--- config.mk ---
export PLATFORM = sky130hd
export DESIGN_NAME = atm_crc_engine
export DESIGN_NICKNAME = d
export VERILOG_FILES = /design/src/rtl/atm_crc_pkg.sv /design/src/rtl/cell_tracker.sv /design/src/rtl/crc10_unit.sv /design/src/rtl/crc32_unit.sv /design/src/rtl/atm_crc_engine.sv
export SDC_FILE = /design/constraint.sdc
export NUM_CORES = 1
export LEC_CHECK = 0
export BUFFER_PORTS_ARGS = -buffer_cell sky130_fd_sc_hd__buf_2
export CAP_MARGIN = 20
export CORE_ASPECT_RATIO = 0.6
export CORE_UTILIZATION = 60
export DETAILED_ROUTE_END_ITERATION = 10
export PLACE_DENSITY = 0.85
export SYNTH_ARGS = -nofsm -noshare
export SYNTH_HDL_FRONTEND = slang
export SYNTH_HIERARCHICAL = 1
export SYNTH_SLANG_ARGS = --single-unit
--- constraint.sdc ---
create_clock -name clk -period 7 [get_ports clk]
set_input_delay 0.35 -clock clk [delete_from_list [all_inputs] [get_ports clk]]
set_output_delay 0.35 -clock clk [all_outputs]
set_load 0.005 [all_outputs]
--- src/rtl/atm_crc_pkg.sv ---
package atm_crc_pkg;

  localparam logic [9:0]  C10_POLY = 10'h233;
  localparam logic [31:0] C32_POLY = 32'h04C11DB7;

  // Advance the 10-bit check by the top nb bits of d, MSB first.
  function automatic logic [9:0] crc10_bits(input logic [9:0] c, input logic [7:0] d,
                                            input int nb);
    logic [9:0] r;
    logic       fb;
    r = c;
    for (int i = 0; i < 8; i++) begin
      if (i < nb) begin
        fb = r[9] ^ d[7-i];
        r  = {r[8:0], 1'b0} ^ (fb ? C10_POLY : 10'h000);
      end
    end
    return r;
  endfunction

  // Advance the 32-bit check by one byte, MSB first.
  function automatic logic [31:0] crc32_byte(input logic [31:0] c, input logic [7:0] d);
    logic [31:0] r;
    logic        fb;
    r = c;
    for (int i = 7; i >= 0; i--) begin
      fb = r[31] ^ d[i];
      r  = {r[30:0], 1'b0} ^ (fb ? C32_POLY : 32'h0);
    end
    return r;
  endfunction

endpackage

--- src/rtl/cell_tracker.sv ---
module cell_tracker #(
  parameter int CELL_BYTES = 48,
  parameter int POS_W      = 6
) (
  input  logic             clk,
  input  logic             rst_n,
  input  logic             in_valid,
  input  logic             in_soc,
  input  logic             in_last,
  input  logic             in_c10,
  output logic [POS_W-1:0] pos,
  output logic             last_now,
  output logic             c10_now,
  output logic             pkt_new,
  output logic             cell_end
);
  localparam logic [POS_W-1:0] LAST_POS = POS_W'(CELL_BYTES - 1);

  logic [POS_W-1:0] pos_q;
  logic             last_q, c10_q, fresh_q;

  assign pos      = in_soc ? '0 : pos_q;
  assign last_now = in_soc ? in_last : last_q;
  assign c10_now  = in_soc ? in_c10 : c10_q;
  assign pkt_new  = in_soc & fresh_q;
  assign cell_end = in_valid & (pos == LAST_POS);

  always_ff @(posedge clk) begin
    if (!rst_n) begin
      pos_q   <= '0;
      last_q  <= 1'b0;
      c10_q   <= 1'b0;
      fresh_q <= 1'b1;
    end else if (in_valid) begin
      pos_q <= cell_end ? '0 : pos + 1'b1;
      if (in_soc) begin
        last_q  <= in_last;
        c10_q   <= in_c10;
        fresh_q <= 1'b0;
      end
      if (cell_end && last_now) fresh_q <= 1'b1;
    end
  end
endmodule

--- src/rtl/crc10_unit.sv ---
module crc10_unit import atm_crc_pkg::*; #(
  parameter int CELL_BYTES = 48,
  parameter int POS_W      = 6
) (
  input  logic             clk,
  input  logic             rst_n,
  input  logic             tx_mode,
  input  logic             in_valid,
  input  logic             in_soc,
  input  logic [7:0]       in_data,
  input  logic [POS_W-1:0] pos,
  input  logic             active,
  output logic [7:0]       line_data,
  output logic             mismatch
);
  localparam logic [POS_W-1:0] HI_POS = POS_W'(CELL_BYTES - 2);
  localparam logic [POS_W-1:0] LO_POS = POS_W'(CELL_BYTES - 1);

  logic [9:0] crc_q, fin_q, base, full_step, part_step;
  logic [1:0] rx_hi_q;
  logic       at_hi, at_lo;

  assign at_hi     = pos == HI_POS;
  assign at_lo     = pos == LO_POS;
  assign base      = in_soc ? 10'h000 : crc_q;
  assign full_step = crc10_bits(base, in_data, 8);
  assign part_step = crc10_bits(base, in_data, 6);

  always_comb begin
    line_data = in_data;
    if (tx_mode && active && at_hi) line_data = {in_data[7:2], part_step[9:8]};
    if (tx_mode && active && at_lo) line_data = fin_q[7:0];
  end

  assign mismatch = in_valid & ~tx_mode & active & at_lo & ({rx_hi_q, in_data} != fin_q);

  always_ff @(posedge clk) begin
    if (!rst_n) begin
      crc_q   <= '0;
      fin_q   <= '0;
      rx_hi_q <= '0;
    end else if (in_valid) begin
      crc_q <= full_step;
      if (at_hi) begin
        fin_q   <= part_step;
        rx_hi_q <= in_data[1:0];
      end
    end
  end
endmodule

--- src/rtl/crc32_unit.sv ---
module crc32_unit import atm_crc_pkg::*; #(
  parameter int CELL_BYTES = 48,
  parameter int POS_W      = 6
) (
  input  logic             clk,
  input  logic             rst_n,
  input  logic             tx_mode,
  input  logic             in_valid,
  input  logic             pkt_new,
  input  logic             last_now,
  input  logic [7:0]       line_in,
  input  logic [POS_W-1:0] pos,
  output logic [7:0]       line_data,
  output logic             mismatch
);
  localparam logic [POS_W-1:0] F0 = POS_W'(CELL_BYTES - 4);
  localparam logic [POS_W-1:0] F3 = POS_W'(CELL_BYTES - 1);

  logic [31:0] crc_q, fin_q, base, rx_q;
  logic        in_field;

  assign base     = pkt_new ? 32'hFFFF_FFFF : crc_q;
  assign in_field = last_now & (pos >= F0);

  always_comb begin
    line_data = line_in;
    if (tx_mode && in_field) begin
      case (pos - F0)
        POS_W'(0): line_data = ~base[31:24];
        POS_W'(1): line_data = fin_q[23:16];
        POS_W'(2): line_data = fin_q[15:8];
        default:   line_data = fin_q[7:0];
      endcase
    end
  end

  assign mismatch = in_valid & ~tx_mode & last_now & (pos == F3) &
                    ({rx_q[23:0], line_in} != fin_q);

  always_ff @(posedge clk) begin
    if (!rst_n) begin
      crc_q <= '1;
      fin_q <= '0;
      rx_q  <= '0;
    end else if (in_valid) begin
      if (!in_field) crc_q <= crc32_byte(base, line_in);
      if (in_field) rx_q <= {rx_q[23:0], line_in};
      if (last_now && pos == F0) fin_q <= ~base;
    end
  end
endmodule

--- src/rtl/atm_crc_engine.sv ---
module atm_crc_engine #(
  parameter int CELL_BYTES = 48
) (
  input  logic       clk,
  input  logic       rst_n,
  input  logic       tx_mode,
  input  logic       in_valid,
  input  logic [7:0] in_data,
  input  logic       in_soc,
  input  logic       in_last,
  input  logic       in_c10,
  output logic       out_valid,
  output logic [7:0] out_data,
  output logic       out_soc,
  output logic       out_eoc,
  output logic       out_eop,
  output logic       c10_err,
  output logic       c32_err
);
  localparam int POS_W = $clog2(CELL_BYTES + 1);

  logic [POS_W-1:0] byte_pos;
  logic             cell_is_last, c10_sel, pkt_first, cell_done, c10_active;
  logic [7:0]       c10_line, c32_line;
  logic             c10_bad, c32_bad;

  cell_tracker #(.CELL_BYTES(CELL_BYTES), .POS_W(POS_W)) u_trk (
    .clk(clk), .rst_n(rst_n), .in_valid(in_valid), .in_soc(in_soc),
    .in_last(in_last), .in_c10(in_c10), .pos(byte_pos), .last_now(cell_is_last),
    .c10_now(c10_sel), .pkt_new(pkt_first), .cell_end(cell_done)
  );

  assign c10_active = c10_sel & ~cell_is_last;

  crc10_unit #(.CELL_BYTES(CELL_BYTES), .POS_W(POS_W)) u_c10 (
    .clk(clk), .rst_n(rst_n), .tx_mode(tx_mode), .in_valid(in_valid),
    .in_soc(in_soc), .in_data(in_data), .pos(byte_pos), .active(c10_active),
    .line_data(c10_line), .mismatch(c10_bad)
  );

  crc32_unit #(.CELL_BYTES(CELL_BYTES), .POS_W(POS_W)) u_c32 (
    .clk(clk), .rst_n(rst_n), .tx_mode(tx_mode), .in_valid(in_valid),
    .pkt_new(pkt_first), .last_now(cell_is_last), .line_in(c10_line),
    .pos(byte_pos), .line_data(c32_line), .mismatch(c32_bad)
  );

  always_ff @(posedge clk) begin
    if (!rst_n) begin
      out_valid <= 1'b0;
      out_data  <= '0;
      out_soc   <= 1'b0;
      out_eoc   <= 1'b0;
      out_eop   <= 1'b0;
      c10_err   <= 1'b0;
      c32_err   <= 1'b0;
    end else begin
      out_valid <= in_valid;
      out_data  <= in_valid ? c32_line : out_data;
      out_soc   <= in_valid & in_soc;
      out_eoc   <= cell_done;
      out_eop   <= cell_done & cell_is_last;
      c10_err   <= c10_bad;
      c32_err   <= c32_bad;
    end
  end
endmodule

# Word-level counts from Yosys, hierarchy flattened

Index checks and enable logic that the tools add are counted.

Order comparisons: 1
Multiplexer cells: 28
Bitwise gates (word level): 50
Divide/modulo/power cells: 0
Multiply operators: 0
Reductions and logical operators: 13
Shift-type cells: 0
Add/subtract/negate cells: 2
Equality and inequality tests: 7

Operator list:

| operator            | number |
|---|---|
| $xor 32x32->32      | 8 |
| $mux 27             | 8 |
| $mux 10             | 9 |
| $xor 10x10->10      | 8 |
| $mux 32             | 1 |
| $ne 32x32->1        | 1 |
| $not 32->32         | 1 |
| $pmux 8 s3          | 1 |
| $eq 6x6->1 const B  | 3 |
| $mux 8              | 2 |
| $xor 1x1->1         | 16 |
| $and 1x1->1         | 13 |
| $mux 6              | 2 |
| $ne 10x10->1        | 1 |
| $reduce_and 2->1    | 5 |
| $not 8->8           | 1 |
| $add 6x1->6 const B | 1 |
| $eq 6x1->1 const B  | 1 |
| $eq 6x2->1 const B  | 1 |
| $ge 6x6->1 const B  | 1 |
| $logic_and 1x1->1   | 6 |
| $logic_not 6->1     | 1 |
| $sub 6x6->6 const B | 1 |
| $mux 1              | 4 |
| other kinds (3)     | 5 |

Memory bits (writable): 0
Bits in registers: 133
Bits in latches: 0
Bits in read-only memories: 0
Word-level logic and storage cells: 118
Memories kept: 0

# Depth between registers and ports, before layout

Depth after elaboration: 45
Mapped depth: 15

# Cells and area by module

Netlist, hierarchy kept.

By module, submodules not included:

| module         | times used | cells each | area an instance (um2) |
|---|---|---|---|
| crc32_unit     | 1          | 651        | 5326.4 |
| crc10_unit     | 1          | 172        | 1586.5 |
| cell_tracker   | 1          | 65         | 549.3 |
| atm_crc_engine | 1          | 39         | 473.0 |

# Worst setup path before layout

No wires, ideal clock.

Path type: input to register
Start: input port in_soc
End: register u_c32.crc_q[9]
Required time: 6878 ps
Setup slack: 3441 ps
Arrival: 3437 ps
Buffers on the path: 3
Stages: 12
Library setup time: 122 ps
Cells stage by stage: buf_4 buf_2 nor2b_1 nand3_1 nor3b_1 nand4_1 mux2_2 buf_6 xor2_2 xnor2_4 xnor3_2 o311a_1

Elaborated cells on any way between the ends: 55
Those cells by class: order compare (1); eq/ne (2); mux (18); bitwise (30); reduce/logical (4)

RTL lines:

| what                         | RTL line             | source |
|---|---|---|
| start, declared              | atm_crc_engine.sv:9  | `input logic in_soc,` |
| $mux 6                       | cell_tracker.sv:22   | `assign pos = in_soc ? '0 : pos_q;` |
| named net byte_pos[1]        | atm_crc_engine.sv:22 | `logic [POS_W-1:0] byte_pos;` |
| $eq 6x6->1                   | crc10_unit.sv:24     | `assign at_lo = pos == LO_POS;` |
| $logic_and 1x1->1            | crc10_unit.sv:32     | `if (tx_mode && active && at_lo) line_data = fin_q[7:0];` |
| $mux 8                       | crc10_unit.sv:32     |  |
| named net c10_line[4]        | atm_crc_engine.sv:24 | `logic [7:0] c10_line, c32_line;` |
| $xor 1x1->1                  | atm_crc_pkg.sv:27    | `fb = r[31] ^ d[i];` |
| $mux 27                      | atm_crc_pkg.sv:28    | `r = {r[30:0], 1'b0} ^ (fb ? C32_POLY : 32'h0);` |
| $xor 32x32->32 (5 in series) | atm_crc_pkg.sv:28    |  |
| end signal, assigned         | crc32_unit.sv:46     | `if (!in_field) crc_q <= crc32_byte(base, line_in);` |
| end, declared                | crc32_unit.sv:19     | `logic [31:0] crc_q, fin_q, base, rx_q;` |

The timed path passes the listed nets, and every way through them passes these cells.
A chain may end at the register's enable or synchronous reset.

# Worst setup path in the final report

Start: register u_trk.pos_q[5]
End: register u_c32.crc_q[4]

Elaborated cells on any way between the ends: 28
Those cells by class: order compare (1); eq/ne (2); mux (8); bitwise (14); reduce/logical (3)

RTL lines:

| what                         | RTL line             | source |
|---|---|---|
| start, declared              | cell_tracker.sv:19   | `logic [POS_W-1:0] pos_q;` |
| start signal, assigned       | cell_tracker.sv:35   | `pos_q <= cell_end ? '0 : pos + 1'b1;` |
| $mux 6                       | cell_tracker.sv:22   |  |
| named net byte_pos[5]        | atm_crc_engine.sv:22 |  |
| $eq 6x6->1                   | crc10_unit.sv:24     |  |
| $logic_and 1x1->1            | crc10_unit.sv:32     |  |
| $mux 8                       | crc10_unit.sv:32     |  |
| named net c10_line[3]        | atm_crc_engine.sv:24 |  |
| $xor 1x1->1                  | atm_crc_pkg.sv:27    |  |
| $mux 27                      | atm_crc_pkg.sv:28    |  |
| $xor 32x32->32 (4 in series) | atm_crc_pkg.sv:28    |  |

The timed path passes the listed nets, and every way through them passes these cells.

==> metrics.txt <==
status finished clean; Pre-Repair DR Iteration Count 6; layout cell share with drive strength beyond 1 11.6%; max_slew headroom 25.8%; initial DRC count 977; most frequent cells in the layout dfxtp_1, xnor2_1, nand2_1, nor2b_1, a21oi_1; Hold-fix buffers, CTS 0; post_cts resized 0; RSZ-0062 raised after global routing false; gr ovfl total 0; Post-synth ARST share 0%; fmax 264 MHz; Port Buf Inserts 28; Cell Pwr Density 277 mW/mm^2; htree depth 4; register bit total from synthesis 133; antenna-violating nets left 0; commonest non-fill, non-tap cell in the layout dfxtp_1; area grow syn2layout 7.33%; DPL Wire Length 14.1 mm; library cells used by synthesis 71; max_cap viols 0; worst slew pin tran 1.11 ns; Max Clock Skew 0.00670 ns; GRT Total Usage 31.0%; crit end category register; vias post-DR 6659; sequential share of power 37.9%; Final Non-Filler Cells 1094; Clock Latency Late Sink 0.42 ns; first-pass GRT wire length 32.1 mm; CTS tree yes; clock network fraction of design power 35.9%; period utilization 54.1%; syn_nets 943; min Tclk post-route 3.79 ns; P_sw 0.766 mW; Pins Over Slew Limit 0; # Post-CTS Setup Buffers 0; Yosys warnings 6; P_int 1.59 mW; io pins 29; # rows 32; reg2reg setup slack 3.21 ns; Die W 150 um; root buf cell clkbuf_16; Mean Syn Cell Area 8.56 sq um; P_leak 3.06 nW; initial core utilization 61.7%; Final GP Congestion 0.946; worst path arrival time 4.04 ns; CP startpoint kind register; antenna diode count 0; TritonCTS Buffers 17; required time worst endpoint 7.25 ns; register area share after synthesis 33.6%; Post-Route Setup TNS 0 ns; cell count after synthesis 927; Clock transition at path regs 0.06 ns; vias per cell 6.09; Hold Vio Cnt, Final 0; Routed WL 20.5 mm; switch share 32.5%; largest net degree at the start of global routing 80; Sink Count 133; fill count 985; critical path peak fanout 7; Post-route DRC 0; logic gate share of total power 26.2%; Die Area 0.0137 sq mm; min-delay worst type input pin to register; number of synthesized flops with an enable pin 0; Wirelength per Cell 18.8 um; WHS 0.214 ns; initial antenna violation count 0; fin nets 927; core area 0.0129 sq mm; Max IR drop VDD 0.174 mV; Post-Synthesis Cell Area 0.00794 sq mm; crit path kind register to register; final setup fails 0; CTS max path bufs 2; vias in the first global route 5900; Main synth FF type dfxtp_1; height of the die 91.1 um; DP Cell Count 1061
-- kinds of logic after synthesis --
| group | Yosys count | synth area share, % |
|---|---|---|
| and+or+nand+nor | 340 | 22.1 |
| AOI/OAI and AO/OA | 183 | 15.5 |
| xor gates and xnor gates | 159 | 19.3 |
| DFF | 133 | 33.6 |
| buffers and inverters | 82 | 5.63 |
| muxes | 29 | 3.78 |
| adders and majority gates | 1 | 0.158 |
-- synthesized netlist by cell type (3+ instances only) --
library cell	number	area [sq um]
o21ai_1	3	15.0
nand3_1	12	60.1
xor2_1	19	166
a211oi_1	10	75.1
a21boi_0	24	180
mux2i_1	21	210
nor3_1	46	230
a21oi_1	53	265
nor4_1	3	18.8
o21ai_0	19	95.1
buf_6	10	113
nor3b_1	3	22.5
mux2_2	8	90.1
o211ai_1	40	300
buf_2	12	60.1
and3b_1	3	26.3
xnor2_1	129	1130
nand2_1	105	394
a22oi_1	3	22.5
xnor3_2	3	71.3
nor2b_1	66	413
xnor2_2	3	48.8
buf_4	10	75.1
o21a_1	5	37.5
o211a_1	7	70.1
nand3b_1	5	37.5
dfxtp_1	133	2660
nor2_1	48	180
clkbuf_1	36	135
and2b_1	3	22.5
nor2_2	3	18.8
inv_1	10	37.5
o22ai_1	4	25.0
and2_1	8	50.1
nand4_1	13	81.3
and3_1	3	18.8
-- power by group through the flow --
stage          sequential [mW]  clock (mW)  combinational [mW]
2_1_floorplan            0.857           0               0.525
3_3_place_gp             0.900           0               0.583
3_5_place_dp             0.900           0               0.597
4_1_cts                  0.886       0.855               0.607
5_1_grt                  0.895       0.887               0.665
6_report                 0.893       0.846               0.617
-- cell type report --
cell class                 count  area, sq um  share of cell area, %
clock inverter                14          125                   1.47
inverter                      10         37.5                  0.441
clock buffer                  18          429                   5.04
multi-input combinational    712         4840                   56.8
timing repair buffer          37          210                   2.47
sequential                   133         2660                   31.3
tap                          170          213                   2.50
-- per-stage QoR --
stage | power [mW] | utilization (%) | setup slack (ns) | cell area, sq um
floorplan | 1.38 | - | 3.44 | 7940
global placement | 1.48 | 61.9 | 2.64 | 7960
detailed placement | 1.50 | 61.9 | 2.40 | 7960
CTS | 2.35 | 66.2 | 2.72 | 8510
global route | 2.45 | 66.3 | 2.93 | 8520
finish | 2.35 | 66.3 | 3.21 | 8520
-- per-layer routing --
| layer | GRT usage [%] | part of all wire, % | vias up |
|---|---|---|---|
| li1 | - | - | 3137 |
| met1 | 48.2 | 46 | 3133 |
| met2 | 39.4 | 40 | 370 |
| met3 | 9.85 | 13 | 19 |
| met4 | 8.33 | 0.88 | 0 |
| met5 | 0 | 0 | - |
-- worst max-delay path, cell delays in order (launching register included) --
cell,delay (ns)
dfxtp_1,0.42
nor2b_1,0.41
nor3b_1,0.47
nand4_1,0.42
mux2_2,0.51
xnor2_1,0.38
nor3_1,0.14
a211oi_1,0.41
nor2_1,0.15
xor2_1,0.21
o211ai_2,0.10
-- state kept, by name, summed over array words and instances (netlist names) --
| name | count |
|---|---|
| u_c32/crc_q | 32 |
| u_c32/fin_q | 32 |
| u_c32/rx_q | 24 |
| u_c10/crc_q | 10 |
| u_c10/fin_q | 10 |
| out_data | 8 |
| u_trk/pos_q | 6 |
| u_c10/rx_hi_q | 2 |
| c10_err | 1 |
| c32_err | 1 |
| out_eoc | 1 |
| out_eop | 1 |
| out_soc | 1 |
| out_valid | 1 |
| u_trk/c10_q | 1 |
| u_trk/fresh_q | 1 |
| u_trk/last_q | 1 |
-- worst paths after layout --
kind                            endpoint                   startpoint  depth (start not counted)
min reg2reg    u_trk/last_q$_SDFFE_PN0P_    u_trk/last_q$_SDFFE_PN0P_                          2
max reg2reg  u_c32/crc_q[4]$_SDFFE_PN1P_  u_trk/pos_q[5]$_SDFFE_PN0P_                         10
max          u_c32/crc_q[4]$_SDFFE_PN1P_  u_trk/pos_q[5]$_SDFFE_PN0P_                         10
min            u_trk/last_q$_SDFFE_PN0P_                      in_last                          3
(Power assumes the default switching activity.)
